**src/rtl/swap_irq_pkg.sv**
```systemverilog
package swap_irq_pkg;

  localparam int unsigned WORD_W = 32;

  typedef logic [WORD_W-1:0] word_t;

  // all-zeros is the reserved "empty" value and can never be posted
  function automatic logic is_postable(input word_t w);
    return |w;
  endfunction

endpackage

```
**src/rtl/swap_irq_rst_sync.sv**
```systemverilog
module swap_irq_rst_sync #(
  parameter int unsigned STAGES = 2
) (
  input  logic clk,
  input  logic rst_n,
  output logic rst_sync_n
);

  logic [STAGES-1:0] sync_q;

  always_ff @(posedge clk or negedge rst_n) begin
    if (!rst_n) begin
      sync_q <= '0;
    end else begin
      sync_q <= {sync_q[STAGES-2:0], 1'b1};
    end
  end

  assign rst_sync_n = sync_q[STAGES-1];

endmodule

```
**src/rtl/swap_irq_decide.sv**
```systemverilog
module swap_irq_decide
  import swap_irq_pkg::*;
(
  input  logic  pend_q,
  input  word_t payload_q,
  input  logic  swap_req,
  input  word_t swap_data,
  input  logic  isr_clr,
  output logic  accept,
  output word_t old_word
);

  logic pend_after_clr;

  always_comb begin
    // clear is ordered ahead of any swap in the same cycle
    pend_after_clr = pend_q & ~isr_clr;
    accept         = swap_req & ~pend_after_clr & is_postable(swap_data);
    old_word       = pend_after_clr ? payload_q : '0;
  end

endmodule

```
**src/rtl/swap_irq_store.sv**
```systemverilog
module swap_irq_store
  import swap_irq_pkg::*;
(
  input  logic  clk,
  input  logic  rst_n,
  input  logic  accept,
  input  logic  isr_clr,
  input  word_t swap_data,
  output logic  pend_q,
  output word_t payload_q
);

  logic  pend_d;
  word_t payload_d;
  logic  store_en;

  always_comb begin
    pend_d    = pend_q;
    payload_d = payload_q;
    if (isr_clr) begin
      pend_d    = 1'b0;
      payload_d = '0;
    end
    if (accept) begin
      pend_d    = 1'b1;
      payload_d = swap_data;
    end
    store_en = isr_clr | accept;
  end

  always_ff @(posedge clk or negedge rst_n) begin
    if (!rst_n) begin
      pend_q    <= 1'b0;
      payload_q <= '0;
    end else if (store_en) begin
      pend_q    <= pend_d;
      payload_q <= payload_d;
    end
  end

endmodule

```
**src/rtl/swap_irq_resp.sv**
```systemverilog
module swap_irq_resp
  import swap_irq_pkg::*;
(
  input  logic  clk,
  input  logic  rst_n,
  input  logic  swap_req,
  input  word_t old_word,
  output logic  ack_q,
  output word_t old_q
);

  word_t old_d;

  always_comb begin
    old_d = swap_req ? old_word : old_q;
  end

  always_ff @(posedge clk or negedge rst_n) begin
    if (!rst_n) begin
      ack_q <= 1'b0;
      old_q <= '0;
    end else begin
      ack_q <= swap_req;
      if (swap_req) begin
        old_q <= old_d;
      end
    end
  end

endmodule

```
**src/rtl/swap_irq_reg.sv**
```systemverilog
module swap_irq_reg
  import swap_irq_pkg::*;
#(
  parameter int unsigned RST_STAGES = 2
) (
  input  logic        clk,
  input  logic        rst_n,
  input  logic        swap_req,
  input  logic [31:0] swap_data,
  output logic        swap_ack,
  output logic [31:0] swap_old,
  input  logic        isr_clr,
  output logic [31:0] isr_word,
  output logic        irq
);

  logic  rst_sync_n;
  logic  pend_q;
  word_t payload_q;
  logic  accept;
  word_t old_word;

  swap_irq_rst_sync #(.STAGES(RST_STAGES)) u_rst (
    .clk        (clk),
    .rst_n      (rst_n),
    .rst_sync_n (rst_sync_n)
  );

  swap_irq_decide u_decide (
    .pend_q    (pend_q),
    .payload_q (payload_q),
    .swap_req  (swap_req),
    .swap_data (swap_data),
    .isr_clr   (isr_clr),
    .accept    (accept),
    .old_word  (old_word)
  );

  swap_irq_store u_store (
    .clk       (clk),
    .rst_n     (rst_sync_n),
    .accept    (accept),
    .isr_clr   (isr_clr),
    .swap_data (swap_data),
    .pend_q    (pend_q),
    .payload_q (payload_q)
  );

  swap_irq_resp u_resp (
    .clk      (clk),
    .rst_n    (rst_sync_n),
    .swap_req (swap_req),
    .old_word (old_word),
    .ack_q    (swap_ack),
    .old_q    (swap_old)
  );

  assign isr_word = payload_q;
  assign irq      = pend_q;

endmodule

```
**config.mk**
```make
export PLATFORM = sky130hd
export DESIGN_NAME = swap_irq_reg
export DESIGN_NICKNAME = d
export VERILOG_FILES = /design/src/rtl/swap_irq_pkg.sv /design/src/rtl/swap_irq_rst_sync.sv /design/src/rtl/swap_irq_decide.sv /design/src/rtl/swap_irq_store.sv /design/src/rtl/swap_irq_resp.sv /design/src/rtl/swap_irq_reg.sv
export SDC_FILE = /design/constraint.sdc
export NUM_CORES = 1
export LEC_CHECK = 0
export ABC_AREA = 1
export BUFFER_PORTS_ARGS = -buffer_cell sky130_fd_sc_hd__buf_2
export CAP_MARGIN = 15
export CORE_UTILIZATION = 49
export DETAILED_ROUTE_END_ITERATION = 7
export MAX_ROUTING_LAYER = met4
export PLACE_DENSITY_LB_ADDON = 0.2
export SLEW_MARGIN = 20
export SYNTH_ARGS = -nofsm -noshare
export SYNTH_HDL_FRONTEND = slang
export SYNTH_SLANG_ARGS = --single-unit
```
**constraint.sdc**
```tcl
create_clock -name clk -period 2.65 [get_ports clk]
set_clock_uncertainty 0.1 [all_clocks]
set_input_delay 0.795 -clock clk [delete_from_list [all_inputs] [get_ports clk]]
set_output_delay 0.795 -clock clk [all_outputs]
set_load 0.05 [all_outputs]
```
=== Word level (Yosys, flattened, before mapping) ===
Cells that the tools add are included.

* Muxes and demuxes: 5
* Bitwise logic cells: 6
* Reductions and logical operators: 3

{| class="wikitable"
|+ Operators by type and width
! cell !! number
|-
| two-way mux 32 bit || 3
|-
| OR reduction 32 bit || 1
|-
| bitwise AND 1 bit || 3
|-
| two-way mux 1 bit || 2
|-
| NOT 1 bit || 2
|-
| AND reduction 2 bit || 1
|-
| nonzero test 2 bit || 1
|-
| bitwise OR 1 bit || 1
|}

* Register bits after elaboration: 68
* Bits of input ports: 36
* Output and inout port bits: 66
* Word-level logic and storage cells: 19

=== Depth between registers and ports, before layout ===
* Word-level depth: 7
* Gate-level depth with buffers: 8
* Mapped depth without buffers: 7

=== Cells and area by module ===
Synthesis repeated with hierarchy kept, for this count alone.

* Cell total of the unflattened synthesis: 382
* Area, all modules: 3085.5 µm²

{| class="wikitable"
|+ By module, submodules not included
! module !! times used !! cells each !! area each (µm²) !! seq. area each (µm²)
|-
| swap_irq_resp || 1 || 137 || 1317.5 || 825.8
|-
| swap_irq_store || 1 || 140 || 1306.3 || 825.8
|-
| swap_irq_decide || 1 || 102 || 407.9 || 0.0
|-
| swap_irq_rst_sync || 1 || 3 || 53.8 || 50.0
|}

=== Worst setup path before layout ===
Ideal clock, no wire load.

* Kind: input port to flip-flop
* From: input swap_data[1]
* To: register u_store.payload_q[12]
* Data arrival time: 1.653 ns
* Required time: 2.484 ns
* Setup slack: 0.832 ns
* Cell stages on the path: 8
* Cell sequence: nor2_1 nand2_1 nor2_2 nand2_2 o21ai_4 buf_8 nand3_2 nand2_1

* Cells in the longest elaborated chain, start to end: 4
* Elaborated cells on any way between the ends: 6
* Classes of those cells: mux: 1; bitwise: 2; reduce/logical: 3

{| class="wikitable"
|+ RTL lines
! element !! RTL line !! RTL
|-
| start, declared || swap_irq_reg.sv:9 || <nowiki>input logic [31:0] swap_data,</nowiki>
|-
| OR reduction 32 bit * || swap_irq_pkg.sv:9 || <nowiki>return |w;</nowiki>
|-
| bitwise AND 1 bit * || swap_irq_decide.sv:18 || <nowiki>accept = swap_req & ~pend_after_clr & is_postable(swap_data);</nowiki>
|-
| nonzero test 2 bit (no source line) or bitwise OR 1 bit (tied branches) || -- ||
|-
| AND reduction 2 bit (no source line) || -- ||
|-
| end signal, assigned || swap_irq_store.sv:37 || <nowiki>payload_q <= payload_d;</nowiki>
|-
| end, declared || swap_irq_store.sv:10 || <nowiki>output word_t payload_q</nowiki>
|}

Mark *: on every way between the ends. The rest lies on a longest branch, timed or not.
A chain may end at the register's enable or synchronous reset.

=== Worst setup path after layout ===
* From: register u_store.payload_q[20]
* To: output isr_word[20]

{| class="wikitable"
|+ RTL lines
! element !! RTL line !! RTL
|-
| end, declared || swap_irq_reg.sv:13 || <nowiki>output logic [31:0] isr_word,</nowiki>
|}

No word-level cell between the ends.

==> metrics.txt <==
Worst R2R Path Depth 5; setup tns final 0 ns; drt initial violations 152; CP Class reg2out; sw power 0.841 mW; Seq/Total Area, Yosys 0.586; DP HPWL 4.69 mm; Synth warnings 0; Sw Ratio 0.334; Reg power frac 0.466; worst hold slack 0.127 ns; max incr delay on CP 0.42 ns; most frequent cells in the layout nand2_1 (105), buf_2 (101), dfrtp_1 (67); crit-path cells buf_2; Clock power frac 0.316; drt drc 0; Overall Global Routing Usage 0.254; nets@finish 457; post_cts resized 0; CTS clk-pin slew, worst paths 0.07 ns; delay-heaviest family, CP flip-flops; Synth Register Bits 68; Inserted Clock Buffers 9; CP Data Arrival Time 1.05 ns; Post-Synthesis Cells 320; DRT Pass-1 Iters 4; CP Depth 1; Internal 1.68 mW; clk root buf clkbuf_8; grt total ovfl 0; chip height 79 um; Peak supply drop 365 uV; initial antenna violation count 0; Comb pwr share 0.218; Worst Path Required 1.76 ns; Setup Viol. Count Final 0; Slowest-stage cell, CP dfrtp_1; H-tree levels 3; crit share post-route 0.734; vias in the first global route 2432; PwrDens 688 mW/mm^2; fmax 0.514 GHz; CP Max Fanout 3; Top Ports 102; actual slew at the worst max-slew pin 0.680 ns; RSZ-0062 raised after global routing no; wire per inst 13.8 um; via/cell ratio 5.11; Bufs and invs on worst path 1; chip width 79 um; minimum clock period after layout 1.94 ns; Fin. Hold Viols 0; area delta synth->final 26.0%; Hold/Removal Path Class in2async; most common cell after layout, fill and taps aside nand2_1; floorplan core area 0.00561 sq mm; first-pass GRT wire length 11.7 mm; share of cells above drive strength 1 0.346; Netlist cell types 19; postcts setup bufs 0; CTS tree yes; outcome finished clean; CTS Hold Bufs 0; clock sink count 68; worst skew pair latency 0.33 ns; pin count of the biggest net entering global routing 37; die area 0.00624 sq mm; Crit. End Element output pin; Rel. slew slack 0.547; mapped cell area 0.00291 sq mm; design area 0.00366 sq mm; Leakage Power 1.96 nW; via count 2539; area post-placement 0.00347 sq mm; startpoint types register; Pwr Total 2.52 mW; Initial Util 0.518; diode count 0; Max clock buf depth 2; syn_area_per_cell 9.08 sq um; final core occ 0.653; # Max-Cap Violations 0; GPL Wtd Cong 0.793; wirelength, routed 6.86 mm; Mapped Nets 356; Post-DRT Antenna Nets 0; Max Slew Vio Count 0; I/O Buffers 101; Site Rows 27
-- through the flow --
step,setup WS (ns),std cells
floorplan,0.516,320
global placement,0.489,482
detailed placement,0.462,482
CTS,0.694,497
global route,0.641,497
finish,0.706,497
-- registers in the layout, indices dropped and copies added, names as in the netlist --
| register | count |
|---|---|
| u_rst.sync_q | 2 |
| u_store.pend_q | 1 |
| u_resp.ack_q | 1 |
| u_resp.old_q | 32 |
| u_store.payload_q | 32 |
-- synth_stat cells, drive strengths merged --
| master | number | area share |
|---|---|---|
| a21oi | 1 | 0.0056 |
| buf | 13 | 0.031 |
| clkbuf | 9 | 0.012 |
| conb | 1 | 0.0013 |
| dfrtp | 68 | 0.59 |
| inv | 2 | 0.0026 |
| nand2 | 108 | 0.14 |
| nand3 | 64 | 0.13 |
| nand4 | 1 | 0.0022 |
| nor2 | 20 | 0.031 |
| o21ai | 33 | 0.061 |
-- area by class of cell --
class                   count  area (sq um)
flip-flops and latches     68          1700
clock inverters             1          5.00
inverters                   2          7.51
multi-input cells         228          1070
fillers                   502          1950
well taps                  72          90.1
repair buffers            112           601
clock buffers              14           183
-- power groups by stage --
stage	clock network [mW]	logic (mW)	registers [mW]
after floorplan	0	0.139	1.45
after global placement	0	0.546	1.19
after detailed placement	0	0.551	1.19
after CTS	0.809	0.552	1.18
after global routing	0.860	0.589	1.19
final	0.795	0.548	1.17
-- final timing paths --
| kind | start | to | slack [ns] |
|---|---|---|---|
| setup / recovery | u_store.payload_q[20]$_DFFE_PN0P_ | isr_word[20] | 0.71 |
| hold / removal | rst_n | u_rst.sync_q[1]$_DFF_PN0_ | 0.13 |
| setup reg to reg | u_store.pend_q$_DFFE_PN0P_ | u_store.payload_q[23]$_DFFE_PN0P_ | 1.08 |
| hold reg to reg | u_rst.sync_q[1]$_DFF_PN0_ | u_resp.old_q[22]$_DFFE_PN0P_ | 0.21 |
| max in group asynchronous | u_rst.sync_q[1]$_DFF_PN0_ | u_store.payload_q[5]$_DFFE_PN0P_ | 1.61 |
| min in group clk | u_rst.sync_q[0]$_DFF_PN0_ | u_rst.sync_q[1]$_DFF_PN0_ | 0.25 |
-- kinds of logic (layout without fill, tap and decap cells) --
family / Yosys count / in the layout / share of synthesized area
buffers and inverters: 24 / 129 / 0.0456
DFF: 68 / 68 / 0.586
AOI/OAI and AO/OA: 34 / 34 / 0.0663
and+or+nand+nor: 193 / 193 / 0.301
other: 1 / 1 / 0.00129
-- metal layers --
metal | up-vias | track usage | part of all wire
li1 | 1250 | - | -
met1 | 1179 | 0.347 | 0.46
met2 | 95 | 0.372 | 0.46
met3 | 15 | 0.0425 | 0.059
met4 | 0 | 0.115 | 0.023
met5 | - | - | 0
Power figures use the tool's default switching activity.
